--- src/rtl/invslot_pkg.sv ---
package invslot_pkg;

  typedef struct packed {
    logic loadParams;
    logic incSlot;
    logic loadTimer;
    logic tickTimer;
  } ctrlStrobe_t;

  typedef struct packed {
    logic timerDone;
    logic matchHit;
    logic paramsOk;
    logic lastSlot;
  } dpStatus_t;

  typedef enum logic [1:0] {
    ST_IDLE = 2'd0,
    ST_TIME = 2'd1,
    ST_WAIT = 2'd2
  } seqState_t;

endpackage

--- src/rtl/invslot_dp.sv ---
module invslot_dp
  import invslot_pkg::*;
#(
  parameter int UID_W  = 64,
  parameter int SLOT_W = 4,
  parameter int T1_CYC = 4352,
  parameter int LEN_W  = $clog2(UID_W + 1)
) (
  input  logic              clk,
  input  logic              rstN,
  input  ctrlStrobe_t       strobe,
  input  logic [UID_W-1:0]  uid,
  input  logic [LEN_W-1:0]  maskLen,
  input  logic [UID_W-1:0]  maskVal,
  input  logic              oneSlot,
  input  logic              quiet,
  input  logic              afiSet,
  output dpStatus_t         status,
  output logic [SLOT_W-1:0] slotNum
);

  localparam int TMR_W    = (T1_CYC > 2) ? $clog2(T1_CYC) : 1;
  localparam int MAX_MULT = UID_W - SLOT_W;

  logic [UID_W-1:0]  maskL;
  logic [LEN_W-1:0]  lenL;
  logic              oneL;
  logic              okL;
  logic [SLOT_W-1:0] slotQ;
  logic [TMR_W-1:0]  tmrQ;

  logic              lenFits;
  int                cmpLen;
  logic [UID_W-1:0]  lenMask;
  logic [UID_W-1:0]  cmpMask;
  logic [UID_W-1:0]  keyV;

  always_comb begin
    if (oneSlot) lenFits = (int'(maskLen) <= UID_W);
    else         lenFits = (int'(maskLen) <= MAX_MULT);
  end

  // request capture and slot counter
  always_ff @(posedge clk or negedge rstN) begin
    if (!rstN) begin
      maskL <= '0;
      lenL  <= '0;
      oneL  <= 1'b0;
      okL   <= 1'b0;
      slotQ <= '0;
    end else if (strobe.loadParams) begin
      maskL <= maskVal;
      lenL  <= maskLen;
      oneL  <= oneSlot;
      okL   <= !quiet && !afiSet && lenFits;
      slotQ <= '0;
    end else if (strobe.incSlot) begin
      slotQ <= slotQ + 1'b1;
    end
  end

  // guard timer
  always_ff @(posedge clk or negedge rstN) begin
    if (!rstN)                 tmrQ <= '0;
    else if (strobe.loadTimer) tmrQ <= TMR_W'(T1_CYC - 1);
    else if (strobe.tickTimer) tmrQ <= tmrQ - 1'b1;
  end

  // thermometer masks for the mask field and the full compare window
  always_comb cmpLen = int'(lenL) + (oneL ? 0 : SLOT_W);

  for (genvar b = 0; b < UID_W; b++) begin : g_bit
    assign lenMask[b] = (b < int'(lenL));
    assign cmpMask[b] = (b < cmpLen);
  end

  always_comb begin
    keyV = maskL & lenMask;
    if (!oneL) keyV = keyV | (UID_W'(slotQ) << lenL);
  end

  assign status.matchHit  = (((uid ^ keyV) & cmpMask) == '0);
  assign status.paramsOk  = okL;
  assign status.timerDone = (tmrQ == '0);
  assign status.lastSlot  = oneL || (slotQ == {SLOT_W{1'b1}});
  assign slotNum          = slotQ;


  slot_step_chk: assert property (@(posedge clk) disable iff (!rstN)
    (slotQ != $past(slotQ)) |-> (slotQ == $past(slotQ) + 1'b1 || slotQ == '0));


  single_slot_chk: assert property (@(posedge clk) disable iff (!rstN)
    oneL |-> (slotQ == '0));


  no_wrap_chk: assert property (@(posedge clk) disable iff (!rstN)
    strobe.tickTimer |-> (tmrQ != '0));


  len_guard_chk: assert property (@(posedge clk) disable iff (!rstN)
    okL |-> (int'(lenL) <= (oneL ? UID_W : MAX_MULT)));

endmodule

--- src/rtl/invslot_ctrl.sv ---
module invslot_ctrl
  import invslot_pkg::*;
(
  input  logic        clk,
  input  logic        rstN,
  input  logic        invStart,
  input  logic        eofSeen,
  input  logic        sofSeen,
  input  logic        fullPause,
  input  dpStatus_t   status,
  output ctrlStrobe_t strobe,
  output logic        respond,
  output logic        active,
  output logic        handBack
);

  seqState_t state, nextState;
  logic      respondD;
  logic      handD;

  always_comb begin
    strobe    = '0;
    nextState = state;
    respondD  = 1'b0;
    handD     = 1'b0;
    if (invStart) begin
      strobe.loadParams = 1'b1;
      strobe.loadTimer  = 1'b1;
      nextState         = ST_TIME;
    end else if (sofSeen && state != ST_IDLE) begin
      nextState = ST_IDLE;
      handD     = 1'b1;
    end else begin
      unique case (state)
        ST_TIME: begin
          if (fullPause) begin
            strobe.loadTimer = 1'b1;
          end else if (status.timerDone) begin
            respondD  = status.matchHit && status.paramsOk;
            nextState = ST_WAIT;
          end else begin
            strobe.tickTimer = 1'b1;
          end
        end
        ST_WAIT: begin
          if (eofSeen) begin
            if (status.lastSlot) begin
              nextState = ST_IDLE;
            end else begin
              strobe.incSlot   = 1'b1;
              strobe.loadTimer = 1'b1;
              nextState        = ST_TIME;
            end
          end
        end
        default: nextState = state;
      endcase
    end
  end

  always_ff @(posedge clk or negedge rstN) begin
    if (!rstN) begin
      state    <= ST_IDLE;
      respond  <= 1'b0;
      handBack <= 1'b0;
    end else begin
      state    <= nextState;
      respond  <= respondD;
      handBack <= handD;
    end
  end

  assign active = (state != ST_IDLE);


  resp_single_chk: assert property (@(posedge clk) disable iff (!rstN)
    respond |=> !respond);


  resp_ok_chk: assert property (@(posedge clk) disable iff (!rstN)
    respond |-> $past(status.paramsOk && status.matchHit));


  hand_back_chk: assert property (@(posedge clk) disable iff (!rstN)
    handBack |-> ($past(sofSeen) && !active && !respond));


  start_chk: assert property (@(posedge clk) disable iff (!rstN)
    invStart |=> active);


  seq_end_chk: assert property (@(posedge clk) disable iff (!rstN)
    (state == ST_WAIT && eofSeen && status.lastSlot && !invStart && !sofSeen)
      |=> !active);

endmodule

--- src/rtl/inv_slot_matcher.sv ---
module inv_slot_matcher
  import invslot_pkg::*;
#(
  parameter int T1_CYC = 4352
) (
  input  logic        clk,
  input  logic        rstN,
  input  logic [63:0] uid,
  input  logic [6:0]  maskLen,
  input  logic [63:0] maskVal,
  input  logic        oneSlot,
  input  logic        quiet,
  input  logic        afiSet,
  input  logic        invStart,
  input  logic        eofSeen,
  input  logic        sofSeen,
  input  logic        fullPause,
  output logic        respond,
  output logic        active,
  output logic [3:0]  slotNum,
  output logic        handBack
);

  ctrlStrobe_t strobe;
  dpStatus_t   status;

  invslot_ctrl u_ctrl (
    .clk       (clk),
    .rstN      (rstN),
    .invStart  (invStart),
    .eofSeen   (eofSeen),
    .sofSeen   (sofSeen),
    .fullPause (fullPause),
    .status    (status),
    .strobe    (strobe),
    .respond   (respond),
    .active    (active),
    .handBack  (handBack)
  );

  invslot_dp #(
    .UID_W  (64),
    .SLOT_W (4),
    .T1_CYC (T1_CYC),
    .LEN_W  (7)
  ) u_dp (
    .clk     (clk),
    .rstN    (rstN),
    .strobe  (strobe),
    .uid     (uid),
    .maskLen (maskLen),
    .maskVal (maskVal),
    .oneSlot (oneSlot),
    .quiet   (quiet),
    .afiSet  (afiSet),
    .status  (status),
    .slotNum (slotNum)
  );

endmodule

--- config.mk ---
export PLATFORM = sky130hd
export DESIGN_NAME = inv_slot_matcher
export DESIGN_NICKNAME = d
export VERILOG_FILES = /design/src/rtl/invslot_pkg.sv /design/src/rtl/invslot_dp.sv /design/src/rtl/invslot_ctrl.sv /design/src/rtl/inv_slot_matcher.sv
export SDC_FILE = /design/constraint.sdc
export NUM_CORES = 1
export LEC_CHECK = 0
export BUFFER_PORTS_ARGS = -buffer_cell sky130_fd_sc_hd__buf_4
export CORE_MARGIN = 2
export CORE_UTILIZATION = 60
export CTS_BUF_LIST = sky130_fd_sc_hd__clkbuf_4 sky130_fd_sc_hd__clkbuf_8 sky130_fd_sc_hd__clkbuf_16
export CTS_CLUSTER_SIZE = 30
export DETAILED_ROUTE_END_ITERATION = 10
export HOLD_SLACK_MARGIN = 0.1
export PLACE_DENSITY = 0.86
export SYNTH_ARGS = -nofsm -noshare
export SYNTH_HDL_FRONTEND = slang
export SYNTH_SLANG_ARGS = --single-unit
--- constraint.sdc ---
create_clock -name clk -period 8.5 [get_ports clk]
set_clock_uncertainty 0.15 [all_clocks]
set_input_delay 1.7 -clock clk [delete_from_list [all_inputs] [get_ports clk]]
set_output_delay 1.7 -clock clk [all_outputs]
set_load 0.01 [all_outputs]
==> out/qor.yml, run 1 <==
outcome: "finished clean"
place_inst: 1068
gp_congestion: 1.08
port_buffers: 150
drive_gt1_share_pct: 28.6
fillCellCount: 916
path_buf_inv: 1
yosysWarnings: 0
final_cells: 1084
syn2layout_area_growth_pct: 19.1
synth.area.mux_share_pct: 11.9
hp-class: "flop to flop"
clkSinkCount: 94
synthCells: 817
end_kind: "flop"
setup-tns-final_ps: 0
grt_start_max_net_pins: 63
p_leak_nw: 3.55
synthDistinctLibCells: 83
grt_pass1_wl_um: 40300
crit_arrival_ps: 4310
cts_max_level: 3
clockRootBuffer: "clkbuf_16"
drv_cap: 0
fin_util_pct: 72.3
required_ps: 8650
slew_violations: 0
synth_edf_count: 0
synth_compound_area_share_pct: 22.0
crit_path_max_incr_delay_ps: 1070
core_area_sq_um: 11900
synth.net_count: 968
finalCritPeriodShare_pct: 49.0
vdd_drop_max_mv: 0.185
die_w_um: 114
synth-seq-area-share_pct: 32.6
wire_per_inst_um: 24.8
cts.repair.resized: 0
clk_latency_ps: 370
boundaryPins: 151
dpl_cell_area_sq_um: 8290
viasPerCell: 6.80
drt_iter0_markers: 1018
setup_viol: 0
crit_family: "flip-flops"
syn_area_sq_um: 7210
track_usage_pct: 41.6
grt_pass1_vias: 7115
hpwl_um: 19800
cts_tree: "built"
synth_top_family_by_area: "compound AO/OA/AOI/OAI gates"
layout_setup_ws_ps: 4340
yosys.area.top_type: "dfrtp_1"
yosys.area_share.adder_pct: 1.49
diodes: 0
worstPathCellList: "inv_1 > and3_1 > mux2i_1 > o22ai_1 > xor2_1 > nand2_1 > a31oi_1 > a2111oi_0 > and4bb_1"
hold_viol_final: 0
first_pass_iters: 6
final-seq-area_sq_um: 2350
fmax_mhz: 240
antenna_left: 0
worstSetupPathType: "flop to flop"
final_common_cell: "buf_4"
cts_hold_buf: 0
synthXorXnorAreaFrac_pct: 9.60
power.density_nw_per_um2: 170
clk_pin_slew_ps: 70
final_cell_mix: "buf_4, dfrtp_1, nand2_1, o21ai_0, mux2_2"
synthSimpleGateAreaFrac_pct: 17.2
wl_um: 26900
multi_input_area_sq_um: 4480
cts_setup_buffers: 0
grt-ovfl-total: 0
route.detailed.drc: 0
period_minus_slack_ps: 4160
dieArea_sq_um: 12900
dr_total_vias: 7376
synth_top_cell_area_share_pct: 32.6
die_h_um: 114
rsz0062_at_grt: "no"
synth-async-reset-ratio_pct: 100
start_kind: "flop"
start_util_pct: 60.7
worst_path_max_delay_cell: "dfrtp_1"
antenna_found_initial: 1
cts_buffer_depth: 2
fp-row-count: 40
worstMarginPinSlew_ps: 1180
nets: 1083
stdcell_area_sq_um: 8580
synth-seq-cells: 94
synthFlopType: "dfrtp_1"
syn_avg_cell_area_sq_um: 8.82
pre_cts_slack_ps: 4500
synth_area_leaders: "dfrtp_1, mux2_2, xnor2_1"
numCtsBuffers: 9
maxSlewHeadroom_pct: 21.1
cp_max_fo: 33
[flip-flops by register name (all words and copies together), names as in the netlist]
register	flops
u_dp.slotNum	4
u_ctrl.handBack	1
u_dp.maskL	64
u_dp.oneL	1
u_dp.tmrQ	13
u_ctrl.respond	1
u_dp.lenL	7
u_ctrl.state	2
u_dp.okL	1
[where the power goes]
group / switching, W / internal (W)
registers: 0.0000455 / 0.000489
logic: 0.000306 / 0.000213
clock network: 0.000199 / 0.000206
[final cells by class]
type	instances	area share, %
clock inverter	7	0.773
clock buffer	9	2.62
sequential	94	27.4
inverter	18	0.787
tap	147	2.14
multi-input combinational	649	52.3
timing repair buffer	160	14.0
[worst paths after layout]
path	from	cells after the start	endpoint	slack (ps)
max	u_dp.lenL[2]	9	u_ctrl.respond	4340
min	u_dp.maskL[24]	1	u_dp.maskL[24]	360
max reg2reg	u_dp.lenL[2]	9	u_ctrl.respond	4340
min reg2reg	u_dp.maskL[24]	1	u_dp.maskL[24]	360
max in group asynchronous	rstN	2	u_dp.maskL[59]	5970
min in group asynchronous	rstN	1	u_dp.maskL[38]	1160
[stage by stage]
| stage | hold WS [ps] | power (W) |
|---|---|---|
| 2_1_floorplan | 324 | 0.000857 |
| 3_3_place_gp | 338 | 0.00103 |
| 3_5_place_dp | 346 | 0.00104 |
| 4_1_cts | 362 | 0.00144 |
| 5_1_grt | 378 | 0.00151 |
| 6_report | 361 | 0.00146 |
[worst reg2reg max path: cells and delay by family (launching register included)]
family                    cells  cell delay [ps]
AOI/OAI and AO/OA             3              770
xor gates and xnor gates      1              190
buffers and inverters         1              560
DFF                           1             1070
muxes                         1              580
and+or+nand+nor               3              770
[kinds of logic (layout without fill, tap and decap cells)]
group / Yosys count / in the layout
AOI/OAI and AO/OA: 244 / 244
and+or+nand+nor: 242 / 242
DFF: 94 / 94
xor gates and xnor gates: 79 / 79
muxes: 75 / 75
buffers and inverters: 74 / 194
adders and majority gates: 9 / 9
[cells in the mapped netlist, drive strengths merged, types with 4 or more instances]
library cell,count
dfrtp,94
nand2,93
o21ai,83
mux2,65
a21oi,50
xnor2,48
nor2,44
xor2,31
buf,28
clkbuf,28
a22oi,25
nand3,19
inv,17
nor3,15
nor4,12
o22ai,11
a32oi,9
mux2i,9
a211oi,8
a22o,8
and2,7
ha,7
a31oi,6
nand2b,6
or2,6
nand4,5
nor2b,5
o211ai,5
or3,5
a21o,4
a221oi,4
nor4b,4
o31ai,4
or4b,4
[layer usage]
metal,track usage [%],up-vias,part of all wire (%),wire (um)
li1,-,3232,-,-
met2,64.4,543,45,12100
met5,0,-,0,0
met4,18.7,0,4.6,1220
met3,11.8,118,12,3140
met1,54.6,3483,39,10400
Note: power is estimated with default switching activity, not from simulation.
==> inputs of run 2 (changes only) <==
--- a/config.mk
+++ b/config.mk
@@ -7,12 +7,12 @@
 export LEC_CHECK = 0
 export BUFFER_PORTS_ARGS = -buffer_cell sky130_fd_sc_hd__buf_4
 export CORE_MARGIN = 2
-export CORE_UTILIZATION = 60
+export CORE_UTILIZATION = 51
 export CTS_BUF_LIST = sky130_fd_sc_hd__clkbuf_4 sky130_fd_sc_hd__clkbuf_8 sky130_fd_sc_hd__clkbuf_16
 export CTS_CLUSTER_SIZE = 30
 export DETAILED_ROUTE_END_ITERATION = 10
 export HOLD_SLACK_MARGIN = 0.1
-export PLACE_DENSITY = 0.86
+export PLACE_DENSITY = 0.78
 export SYNTH_ARGS = -nofsm -noshare
 export SYNTH_HDL_FRONTEND = slang
 export SYNTH_SLANG_ARGS = --single-unit
==> constraint.sdc (replaced) <==
create_clock -name clk -period 3.4 [get_ports clk]
set_clock_uncertainty 0.15 [all_clocks]
set_input_delay 0.68 -clock clk [delete_from_list [all_inputs] [get_ports clk]]
set_output_delay 0.68 -clock clk [all_outputs]
set_load 0.01 [all_outputs]
==> run 2 against run 1 <==
Compared with the run above:
- sequential power up 150%
- fmax up 27%
- wire length up 13%
- critical path depth unchanged
- die area up 17%
- worst hold slack worse by 140 ps
- non-clock buffer count up 85
- core utilization down 4.7 points
- first-iteration DRC count up 33%
- setup slack worse by 4200 ps
- register-to-register slack worse by 4200 ps
- critical path type unchanged
- critical endpoint unchanged
==> out/qor.yml, run 2 (synthesis gave the netlist of run 1 again) <==
p_int_w: 0.00238  # was 0.000908 W
drv_cap: 0  # unchanged
fillCellCount: 1118  # was 916
drt_iter0_markers: 1350  # was 1018
worstSetupPathType: "flop to flop"  # unchanged
power.density_nw_per_um2: 408  # was 170 nW/um^2
maxSlewHeadroom_pct: 30.9  # was 21.1%
crit_arrival_ps: 3440  # was 4310 ps
wl_met2_um: 13600  # was 12100 um
hp-class: "input pin to asynchronous set/reset pin"  # was flop to flop
diodes: 0  # unchanged
grt_start_max_net_pins: 55  # was 63
dr_total_vias: 7706  # was 7376
first_pass_iters: 6  # unchanged
clockRootBuffer: "clkbuf_16"  # unchanged
pre_cts_slack_ps: 46.8  # was 4500 ps
numCtsBuffers: 9  # unchanged
antenna_found_initial: 1  # unchanged
clkPwrFrac_pct: 26.4  # was 27.7%
wire_per_inst_um: 25.2  # was 24.8 um
finalCritPeriodShare_pct: 96.7  # was 49.0%
top_layer_used: "met5"  # was met4
final_common_cell: "buf_4"  # unchanged
clk_pin_slew_ps: 80  # was 70 ps
grt_pass1_wl_um: 44900  # was 40300 um
gp_congestion: 1.06  # was 1.08
fmax_mhz: 304  # was 240 MHz
dieArea_sq_um: 15100  # was 12900 sq um
largestRegisters: "u_dp.maskL x64, u_dp.tmrQ x13, u_dp.lenL x7"  # unchanged
cts_hold_buf: 0  # unchanged
clk_latency_ps: 360  # was 370 ps
dr_wl_met3_um: 3170  # was 3140 um
largest-register: "u_dp.maskL"  # unchanged
vdd_drop_max_mv: 0.280  # was 0.185 mV
layout_setup_ws_ps: 112  # was 4340 ps
start_kind: "flop"  # unchanged
p_leak_nw: 3.99  # was 3.55 nW
boundaryPins: 151  # unchanged
setup_viol: 0  # unchanged
route.detailed.drc: 0  # unchanged
slew_violations: 0  # unchanged
period_minus_slack_ps: 3290  # was 4160 ps
final_cell_mix: "buf_4, nand2_1, dfrtp_1, o21ai_0, mux2_2"  # was buf_4, dfrtp_1, nand2_1, o21ai_0, mux2_2
nets: 1168  # was 1083
die_h_um: 123  # was 114 um
worstMarginPinSlew_ps: 1030  # was 1180 ps
core_area_sq_um: 13800  # was 11900 sq um
cts_max_level: 3  # unchanged
viasPerCell: 6.41  # was 6.80
final_cells: 1202  # was 1084
antenna_left: 0  # unchanged
syn2layout_area_growth_pct: 29.8  # was 19.1%
track_usage_pct: 40.9  # was 41.6%
hold_viol_final: 0  # unchanged
clkSinkCount: 94  # unchanged
power.total_w: 0.00382  # was 0.00146 W
outcome: "finished clean"  # unchanged
cts_tree: "built"  # unchanged
p_sw_w: 0.00144  # was 0.000551 W
wl_met1_um: 12200  # was 10400 um
hpwl_um: 23900  # was 19800 um
drive_gt1_share_pct: 36.0  # was 28.6%
grt-ovfl-total: 0  # unchanged
end_kind: "flop"  # unchanged
wl_um: 30300  # was 26900 um
die_w_um: 123  # was 114 um
p_seq_share_pct: 35.0  # was 36.6%
swShare_pct: 37.6  # was 37.8%
fp-row-count: 43  # was 40
required_ps: 3550  # was 8650 ps
grt_pass1_vias: 7519  # was 7115
cp_max_fo: 10  # was 33
largest_reg_flops: 64  # unchanged
start_util_pct: 52.1  # was 60.7%
rsz0062_at_grt: "no"  # unchanged
port_buffers: 150  # unchanged
cts_buffer_depth: 2  # unchanged
place_inst: 1184  # was 1068
combPwrFrac_pct: 38.7  # was 35.6%
run 2: metrics by stage:
step           setup TNS, ps  cell area (sq um)  util (%)  hold WS (ps)
5_1_grt                    0               9350      67.6           282
3_5_place_dp               0               9000      65.1           340
4_1_cts                    0               9280      67.1           250
6_report                   0               9350      67.6           223
3_3_place_gp           -6.20               9000      65.1           341
2_1_floorplan              0               7210         -           234
run 2: routing by layer:
layer / track usage, % / up-vias
met1: 55.5 / 3667
met5: 0 / -
met4: 18.9 / 2
met2: 62.3 / 556
met3: 8.41 / 95
li1: - / 3386
run 2: repair_timing:
action / CTS / global route
gates resized for setup: 0 / 16
setup endpoints to repair: 0 / 1
setup buffers: 0 / 2
run 2: area by class of cell:
cell class | count | area [sq um] | area share, %
multi-input cells | 649 | 4540 | 48.5
flip-flops and latches | 94 | 2360 | 25.2
repair buffers | 245 | 1890 | 20.2
clock buffers | 10 | 233 | 2.49
well taps | 180 | 225 | 2.41
inverters | 18 | 67.6 | 0.723
clock inverters | 6 | 43.8 | 0.468
run 2: worst paths after layout:
kind	endpoint	cells after the start	start	slack, ps
max	u_ctrl.respond	9	u_dp.lenL[5]	110
min	u_ctrl.state[1]	1	rstN	220
max reg2reg	u_ctrl.respond	9	u_dp.lenL[5]	110
min reg2reg	u_dp.maskL[44]	1	u_dp.maskL[44]	360
max in group asynchronous	u_dp.maskL[35]	2	rstN	2200
min in group clk	u_dp.maskL[44]	1	u_dp.maskL[44]	360
run 2: critical path, cell delays in order, from the launching register on:
cell and delay, ps:
dfrtp_1 480, buf_4 240, or3_1 490, o21ai_0 310, o21ai_1 130, xor2_1 180, a22o_1 210, or4b_1 530
nor4_1 280, and4bb_1 230
run 2: power by group through the flow:
stage	logic, W	clock network, W	registers [W]
final	0.00148	0.00101	0.00133
after global routing	0.00157	0.00105	0.00135
after CTS	0.00142	0.000995	0.00133
after detailed placement	0.00142	0	0.00135
after global placement	0.00142	0	0.00135
after floorplan	0.000848	0	0.00129
